[src/rtl/seqcnt_pkg.sv]
package seqcnt_pkg;

  localparam int MODE_W = 3;

  typedef enum logic [MODE_W-1:0] {
    MODE_BIN   = 3'd0,
    MODE_GRAY  = 3'd1,
    MODE_RING  = 3'd2,
    MODE_DEC   = 3'd3,
    MODE_TWIST = 3'd4,
    MODE_PRNG  = 3'd5
  } seq_mode_e;

  // Step of the three-bit reflected code in its fixed order.
  function automatic logic [2:0] gray_step(input logic [2:0] g);
    logic [2:0] r;
    case (g)
      3'b000:  r = 3'b010;
      3'b010:  r = 3'b110;
      3'b110:  r = 3'b100;
      3'b100:  r = 3'b101;
      3'b101:  r = 3'b111;
      3'b111:  r = 3'b011;
      3'b011:  r = 3'b001;
      default: r = 3'b000;
    endcase
    return r;
  endfunction

  // Step of the two-bit pseudo-random cycle.
  function automatic logic [1:0] prng_step(input logic [1:0] p);
    logic [1:0] r;
    case (p)
      2'b10:   r = 2'b01;
      2'b01:   r = 2'b00;
      2'b00:   r = 2'b11;
      default: r = 2'b10;
    endcase
    return r;
  endfunction

endpackage

[src/rtl/seqcnt_mode_latch.sv]
module seqcnt_mode_latch
  import seqcnt_pkg::*;
(
  input  logic              clk,
  input  logic              rst,
  input  logic [MODE_W-1:0] mode_i,
  output seq_mode_e         mode_d,
  output seq_mode_e         mode_q
);

  // Decode the raw selector; unused codes fall back to binary.
  always_comb begin
    case (mode_i)
      3'd1:    mode_d = MODE_GRAY;
      3'd2:    mode_d = MODE_RING;
      3'd3:    mode_d = MODE_DEC;
      3'd4:    mode_d = MODE_TWIST;
      3'd5:    mode_d = MODE_PRNG;
      default: mode_d = MODE_BIN;
    endcase
  end

  always_ff @(posedge clk) begin
    if (rst) mode_q <= mode_d;
  end

  // the captured mode only moves under reset
  assert_mode_frozen_R10: assert property (@(posedge clk) disable iff (rst)
    1'b1 |=> $stable(mode_q));

endmodule

[src/rtl/seqcnt_ring_logic.sv]
module seqcnt_ring_logic
  import seqcnt_pkg::*;
#(
  parameter int WIDTH = 4
) (
  input  seq_mode_e        mode,
  input  logic [WIDTH-1:0] cur,
  output logic [WIDTH-1:0] first,
  output logic [WIDTH-1:0] nxt,
  output logic             legal,
  output logic             wrap_step
);

  localparam int GRAY_W = 3;
  localparam int PRNG_W = 2;
  localparam int DEC_W  = 4;
  localparam int EDGES  = WIDTH - 1;
  localparam logic [WIDTH-1:0] DEC_LAST = WIDTH'(9);

  // Twisted-ring legality: at most one boundary between neighbouring bits.
  logic [EDGES-1:0] bit_edge;
  for (genvar i = 0; i < EDGES; i++) begin : g_edge
    assign bit_edge[i] = cur[i] ^ cur[i+1];
  end
  logic twist_ok;
  assign twist_ok = ($countones(bit_edge) <= 1);

  logic upper_gray_zero, upper_prng_zero, upper_dec_zero;
  assign upper_gray_zero = (cur[WIDTH-1:GRAY_W] == '0);
  assign upper_prng_zero = (cur[WIDTH-1:PRNG_W] == '0);
  if (WIDTH > DEC_W) begin : g_dec_hi
    assign upper_dec_zero = (cur[WIDTH-1:DEC_W] == '0);
  end else begin : g_dec_fit
    assign upper_dec_zero = 1'b1;
  end

  logic [WIDTH-1:0] step;
  logic [WIDTH-1:0] last_v;

  always_comb begin
    first  = '0;
    last_v = '1;
    step   = cur + 1'b1;
    legal  = 1'b1;
    case (mode)
      MODE_GRAY: begin
        last_v = WIDTH'(3'b001);
        step   = WIDTH'(gray_step(cur[GRAY_W-1:0]));
        legal  = upper_gray_zero;
      end
      MODE_RING: begin
        first  = WIDTH'(1);
        last_v = WIDTH'(1) << (WIDTH - 1);
        step   = {cur[WIDTH-2:0], cur[WIDTH-1]};
        legal  = $onehot(cur);
      end
      MODE_DEC: begin
        last_v = DEC_LAST;
        step   = cur + 1'b1;
        legal  = upper_dec_zero && (cur[DEC_W-1:0] <= 4'd9);
      end
      MODE_TWIST: begin
        last_v = WIDTH'(1);
        step   = {~cur[0], cur[WIDTH-1:1]};
        legal  = twist_ok;
      end
      MODE_PRNG: begin
        first  = WIDTH'(2'b10);
        last_v = WIDTH'(2'b11);
        step   = WIDTH'(prng_step(cur[PRNG_W-1:0]));
        legal  = upper_prng_zero;
      end
      default: begin
        first  = '0;
        last_v = '1;
        step   = cur + 1'b1;
        legal  = 1'b1;
      end
    endcase
  end

  assign wrap_step = legal && (cur == last_v);
  assign nxt       = (!legal || wrap_step) ? first : step;

endmodule

[src/rtl/seqcnt_state_reg.sv]
module seqcnt_state_reg #(
  parameter int WIDTH = 4
) (
  input  logic             clk,
  input  logic             rst,
  input  logic             en,
  input  logic [WIDTH-1:0] first,
  input  logic [WIDTH-1:0] nxt,
  input  logic             wrap_step,
  output logic [WIDTH-1:0] state_q,
  output logic             wrap_q
);

  always_ff @(posedge clk) begin
    if (rst) begin
      state_q <= first;
      wrap_q  <= 1'b0;
    end else if (en) begin
      state_q <= nxt;
      wrap_q  <= wrap_step;
    end else begin
      wrap_q  <= 1'b0;
    end
  end

  // no enable, no movement
  assert_hold_when_idle_R2: assert property (@(posedge clk) disable iff (rst)
    !en |=> $stable(state_q));

  // the flag only ever sits on the first state
  assert_wrap_on_first_R9: assert property (@(posedge clk) disable iff (rst)
    wrap_q |-> (state_q == first));

  // the flag never lasts two cycles
  assert_wrap_single_R9: assert property (@(posedge clk) disable iff (rst)
    wrap_q |=> !wrap_q);

endmodule

[src/rtl/seqcnt_top.sv]
module seqcnt_top
  import seqcnt_pkg::*;
#(
  parameter int WIDTH = 4
) (
  input  logic             clk,
  input  logic             rst,
  input  logic             cnt_en,
  input  logic [2:0]       mode_sel,
  output logic [WIDTH-1:0] state_o,
  output logic             wrap_o
);

  seq_mode_e        mode_d, mode_q, mode_now;
  logic [WIDTH-1:0] first, nxt;
  logic             legal, wrap_step;

  seqcnt_mode_latch u_mode (
    .clk    (clk),
    .rst    (rst),
    .mode_i (mode_sel),
    .mode_d (mode_d),
    .mode_q (mode_q)
  );

  // During reset the incoming selector picks the first state.
  assign mode_now = rst ? mode_d : mode_q;

  seqcnt_ring_logic #(.WIDTH(WIDTH)) u_ring (
    .mode      (mode_now),
    .cur       (state_o),
    .first     (first),
    .nxt       (nxt),
    .legal     (legal),
    .wrap_step (wrap_step)
  );

  seqcnt_state_reg #(.WIDTH(WIDTH)) u_state (
    .clk       (clk),
    .rst       (rst),
    .en        (cnt_en),
    .first     (first),
    .nxt       (nxt),
    .wrap_step (wrap_step),
    .state_q   (state_o),
    .wrap_q    (wrap_o)
  );

  // the register never leaves the selected ring
  assert_state_legal_R12: assert property (@(posedge clk) disable iff (rst)
    legal);

  // one-hot mode keeps exactly one bit set
  assert_ring_onehot_R5: assert property (@(posedge clk) disable iff (rst)
    (mode_q == MODE_RING) |-> ($countones(state_o) == 1));

  // binary mode adds one per enabled edge
  assert_bin_step_R3: assert property (@(posedge clk) disable iff (rst)
    (mode_q == MODE_BIN) && cnt_en |=> state_o == WIDTH'($past(state_o) + 1'b1));

  // twisted ring shifts right with inverted feedback
  assert_twist_step_R7: assert property (@(posedge clk) disable iff (rst)
    (mode_q == MODE_TWIST) && cnt_en |=>
      state_o == {~$past(state_o[0]), $past(state_o[WIDTH-1:1])});

endmodule

[config.mk]
export PLATFORM = sky130hd
export DESIGN_NAME = seqcnt_top
export DESIGN_NICKNAME = d
export VERILOG_FILES = /design/src/rtl/seqcnt_pkg.sv /design/src/rtl/seqcnt_mode_latch.sv /design/src/rtl/seqcnt_ring_logic.sv /design/src/rtl/seqcnt_state_reg.sv /design/src/rtl/seqcnt_top.sv
export SDC_FILE = /design/constraint.sdc
export NUM_CORES = 1
export LEC_CHECK = 0
export BUFFER_PORTS_ARGS = -buffer_cell sky130_fd_sc_hd__buf_2
export CORE_MARGIN = 3
export CORE_UTILIZATION = 40
export DETAILED_ROUTE_END_ITERATION = 12
export PLACE_DENSITY = 0.59
export SYNTH_ARGS = -nofsm -noshare
export SYNTH_HDL_FRONTEND = slang
export SYNTH_HIERARCHICAL = 1
export SYNTH_SLANG_ARGS = --single-unit
[constraint.sdc]
create_clock -name clk -period 4 [get_ports clk]
set_input_delay 0.4 -clock clk [delete_from_list [all_inputs] [get_ports clk]]
set_output_delay 0.4 -clock clk [all_outputs]
set_load 0.02 [all_outputs]
==> results_dict.tcl, run 1 <==
set metrics [dict create \
    portBuffers 10 \
    floorplan.die.height_um 58.74 \
    outcome "complete, no violations" \
    floorplan.initialDensity_pct 43.32 \
    dieArea_um2 3450 \
    cts_buffers 3 \
    core.rowCount 18 \
    worst_ep_required_time_ns 3.99 \
    cts-htree-levels 1 \
    arrival_ns 3.29 \
    vias_in_the_first_global_route 830 \
    cap_viol_max_count 0 \
    startpoint_type "flip-flop" \
    worst-path-max-fanout 12 \
    max_freq_mhz 303.1 \
    number_of_hold_buffers_added_after_cts 0 \
    clk_transition_reported_paths_ns 0.05 \
    n_fill_cell 268 \
    final_net_count 145 \
    gp_congestion 0.8253 \
    overall_power_uw 432.5 \
    first_pass_iters 4 \
    holdPathEnd "u_state/wrap_q" \
    post_route_cells_drive_above_1_share_pct 26.19 \
    clock_insertion_delay_worst_skew_ns 0.25 \
    rsz0062_at_grt "no" \
    fp.coreArea_um2 2567 \
    reg2regPathDepth 11 \
    area_growth_pct 2.362 \
    post_cts_setup_bufs 0 \
    post_cts.resized_instances 0 \
    timing.final.hold_violations 0 \
    vias_per_cell 5.449 \
    total_wirelength_mm 2.183 \
    mostFrequentLayoutCells "ha_1, buf_2, nand2_1, o21ai_0" \
    synthesis.instances 120 \
    count_of_routing_violations_after_the_opening_detailed_route_iteration 18 \
    clock-skew-final_ns 0.008695 \
    tritoncts "done" \
    regToRegEndpoint "u_state/state_q[0]" \
    layout_commonest_cell "ha_1" \
    antenna_found_initial 0 \
    synth_area_um2 1112 \
    slew_violations 0 \
    worst_ir_drop_vdd_uv 245.7 \
    io-pin-count 11 \
    post_route_ant_nets 0 \
    holdCritStartpoint "cnt_en" \
    timing.rr.start "u_state/state_q[0]" \
    hold_path_depth 2 \
    grt_pass1_wl_mm 3.939 \
    finalCriticalPeriod_ns 3.299 \
    worst_hold_path_type "input pin to flip-flop" \
    post_synth.cell_area_avg_um2 9.269 \
    grt_usage_pct 14.54 \
    grt_overflow_total 0 \
    cts.sinks 8 \
    routedWlPerCell_um 13.99 \
    critical_path.endpoint_type "flip-flop" \
    power_leakage_uw 0.0004759 \
    grt_start_max_net_pins 22 \
    cts-root-buf "clkbuf_4" \
    route.detailed.drc 0 \
    synth_warnings 6 \
    final-setup-viol-count 0 \
    totalNegativeSetupSlack_ns 0 \
    period_share_pct 82.47 \
    rrSetupSlack_ns 0.70 \
    die_width_um 58.74 \
    cts_buffer_depth 2 \
    routed-via-count 850 \
    post-dp-hpwl_mm 1.631 \
    worst-setup-path-type "flip-flop to flip-flop" \
    power.density_nw_per_um2 379.8 \
    antennaDiodeCount 0 \
]
==> worst max-delay path: stages (launching register included) <==
cell and delay (ns):
edfxtp_1 0.58, inv_1 0.18, fa_1 0.55, inv_1 0.04, ha_1 0.17, ha_1 0.26
nor2_1 0.04, a31o_2 0.25, a311oi_4 0.29, nor2_2 0.10, mux2_4 0.30, mux2_2 0.27
==> final cells by class <==
class | count | area (um2) | share of cell area [%]
Timing Repair Buffer | 12 | 65.06 | 5.714
Multi-Input combinational cell | 96 | 757.0 | 66.48
Sequential cell | 8 | 230.2 | 20.22
Inverter | 6 | 22.52 | 1.978
Clock buffer | 4 | 26.28 | 2.308
Tap cell | 30 | 37.54 | 3.297
==> worst max-delay path by stage <==
stage,start,to,depth (start not counted),slack [ns]
floorplan,u_state/state_q[0],u_state/state_q[0],12,0.84
global placement,u_state/state_q[1],u_state/state_q[0],11,0.80
detailed placement,u_state/state_q[0],u_state/state_q[0],11,0.71
CTS,u_state/state_q[0],u_state/state_q[0],11,0.69
global route,u_state/state_q[0],u_state/state_q[0],11,0.53
finish,u_state/state_q[0],u_state/state_q[0],11,0.70
==> flip-flops by register name (all words and copies together) (netlist names) <==
name and count:
u_mode/mode_q 3, u_state/state_q 4, u_state/wrap_q 1
==> power breakdown <==
part / total (uW) / leakage, uW / switching (uW) / internal [uW]
Combinational: 248 / 0.000381 / 139 / 109
Sequential: 119 / 0.0000800 / 14.3 / 105
Clock: 65.9 / 0.0000150 / 27.7 / 38.2
==> per-stage QoR <==
stage	util [%]	setup WS [ns]	cell area [um2]	cells	hold WS [ns]
after floorplan	-	0.8407	1116	121	0.5125
after global placement	43.32	0.8049	1112	152	0.6669
after detailed placement	43.32	0.7102	1112	152	0.6715
after CTS	44.35	0.6937	1139	156	0.4095
after global routing	44.35	0.5298	1139	156	0.4172
final	44.35	0.7012	1139	156	0.4213
==> layer usage <==
metal | share of wire (%) | wire (um) | vias to the layer above | global-route usage [%]
li1 | - | - | 439 | -
met1 | 52 | 1145 | 399 | 20.91
met2 | 45 | 974 | 8 | 21.61
met3 | 2.2 | 48 | 4 | 2.632
met4 | 0.64 | 14 | 0 | 5.178
met5 | 0 | 0 | - | 0
Note: power is estimated with default switching activity, not from simulation.
==> inputs of run 2 (changes only) <==
- PLACE_DENSITY: 0.59 -> 0.61
- clock period: 4 -> 2.8 ns (I/O delays scaled with it)
==> run 2 against run 1 <==
The flow now finishes with violations (setup timing). Sequential share of layout area decreased by 1.8 points. Cell count increased by 7.1%. First-iteration DRC count increased by 61%. Clock-buffer cell count unchanged. Clock power increased by 44%. Utilization increased by 4.3 points. Combinational power increased by 77%. Critical path depth unchanged.
==> results_dict.tcl, run 2 (synthesized netlist as in run 1, its figures left out) <==
set metrics [dict create \
    hold_path_depth 2 \
    timing.critical_path.slowest_stage_cell "fa_1" \
    number_of_hold_buffers_added_after_cts 0 \
    cpLargestDelayFamily "adder cells" \
    largest-register "u_state/state_q" \
    worst-path-max-fanout 2 \
    power_leakage_uw 0.0005316 \
    final-instance-count-excl-fill 167 \
    worst_path_largest_cell_delay_ns 0.54 \
    worst_hold_path_type "input pin to flip-flop" \
    holdPathEnd "u_state/wrap_q" \
    arrival_ns 2.82 \
    ff_latch_area_um2 230.2 \
    period_share_pct 100.7 \
    cts-root-buf "clkbuf_4" \
    timing.critical_path.mode_cell "mux2_4" \
    post_route_ant_nets 0 \
    finalCriticalPeriod_ns 2.819 \
    antenna_found_initial 0 \
    portBuffers 10 \
    routed-via-count 918 \
    finalWorstSetupSlack_ns -0.01909 \
    vias_in_the_first_global_route 808 \
    tritoncts "done" \
    grt_start_max_net_pins 17 \
    io-pin-count 11 \
    clock_insertion_delay_worst_skew_ns 0.25 \
    critical_path_buf_inv_count 2 \
    power.density_nw_per_um2 553.2 \
    holdCritStartpoint "cnt_en" \
    fp.coreArea_um2 2567 \
    worst-setup-path-type "flip-flop to flip-flop" \
    worst_ir_drop_vdd_uv 345.4 \
    cts_buffer_depth 2 \
    final_net_count 156 \
    slew_violations 0 \
    grt_pass1_wl_mm 3.912 \
    top_regs "u_state/state_q (4), u_mode/mode_q (3), u_state/wrap_q (1)" \
    dieArea_um2 3450 \
    grt_usage_pct 14.67 \
    layout_commonest_cell "buf_4" \
    outcome "complete, but fails checks" \
    critical_path.endpoint_type "flip-flop" \
    reg2regPathDepth 11 \
    mostFrequentLayoutCells "buf_4, buf_2, nand2_1, ha_1, o21ai_0" \
    timing.final.hold_violations 0 \
    gp_congestion 0.9267 \
    floorplan.die.height_um 58.74 \
    first_pass_iters 4 \
    regToRegEndpoint "u_state/state_q[0]" \
    clk_transition_reported_paths_ns 0.05 \
    cts_buffers 3 \
    number_of_instances_in_the_placed_design 163 \
    cts-htree-levels 1 \
    rrSetupSlack_ns -0.02 \
    clock-skew-final_ns 0.006909 \
    violations_in_the_final_reports "setup timing" \
    post_cts_setup_bufs 0 \
    cap_viol_max_count 0 \
    route.detailed.drc 0 \
    worst_ep_required_time_ns 2.80 \
    largest_register_ffs 4 \
    n_fill_cell 268 \
    core.rowCount 18 \
    floorplan.initialDensity_pct 43.32 \
    vias_per_cell 5.497 \
    startpoint_type "flip-flop" \
    antennaDiodeCount 0 \
    post_route_cells_drive_above_1_share_pct 37.23 \
    rsz0062_at_grt "yes" \
    critical_path.cell_chain "inv_4 > fa_1 > inv_1 > ha_2 > ha_1 > nor2_1 > a31o_2 > a311oi_4 > nor2_2 > mux2_4 > mux2_4" \
    routedWlPerCell_um 14.16 \
    count_of_routing_violations_after_the_opening_detailed_route_iteration 29 \
    overall_power_uw 691.5 \
    area_taken_by_multi_input_logic_gates_um2 783.3 \
    area_growth_pct 12.37 \
    preCtsSetupSlack_ns -0.04628 \
    total_wirelength_mm 2.364 \
    max_freq_mhz 354.7 \
    grt_overflow_total 0 \
    final-setup-viol-count 1 \
    post-dp-hpwl_mm 1.781 \
    die_width_um 58.74 \
    timing.rr.start "u_state/state_q[0]" \
    cts.sinks 8 \
]
[run 2: cell type report]
cell class | instances | share of cell area, %
clock buffer | 4 | 2.102
inverter | 6 | 2.002
sequential | 8 | 18.42
tap | 30 | 3.003
multi-input combinational | 96 | 62.66
timing repair buffer | 23 | 11.81
[run 2: power by group]
part           internal [uW]  switching (uW)
Combinational            204             235
Clock                   54.6            40.2
Sequential               149            8.41
Total                    408             284
[run 2: through the flow]
step / setup TNS [ns] / hold slack (ns) / utilization [%] / instance area (um2)
6_report: -0.01909 / 0.2981 / 48.68 / 1250
5_1_grt: -0.1149 / 0.2913 / 48.68 / 1250
4_1_cts: -0.002179 / 0.2898 / 47.90 / 1230
3_5_place_dp: -0.04628 / 0.5563 / 46.73 / 1200
3_3_place_gp: -0.0005500 / 0.5554 / 46.73 / 1200
2_1_floorplan: -0.5519 / 0.3925 / - / 1130
[run 2: how the worst max path moves through the flow]
stage                             startpoint                  to  slack (ns)  cells past startpoint
final                     u_state/state_q[0]  u_state/state_q[0]       -0.02                     11
after global routing      u_state/state_q[0]  u_state/state_q[0]        -0.1                     11
after detailed placement  u_state/state_q[0]  u_state/state_q[0]       -0.05                     11
after floorplan           u_state/state_q[0]  u_state/state_q[0]       -0.31                     12
after CTS                 u_state/state_q[0]  u_state/state_q[0]      -0.002                     11
after global placement    u_state/state_q[0]  u_state/state_q[0]     -0.0006                     11
[run 2: metal layers]
metal	global-route usage [%]	wire length, um
met4	3.883	14
met5	0	0
met1	21.02	1109
met3	2.851	112
met2	22.40	1127
[run 2: what timing repair did]
item | CTS | global route
pin swaps | 1 | 1
resized for setup | 1 | 4
setup endpoints to repair | 2 | 2
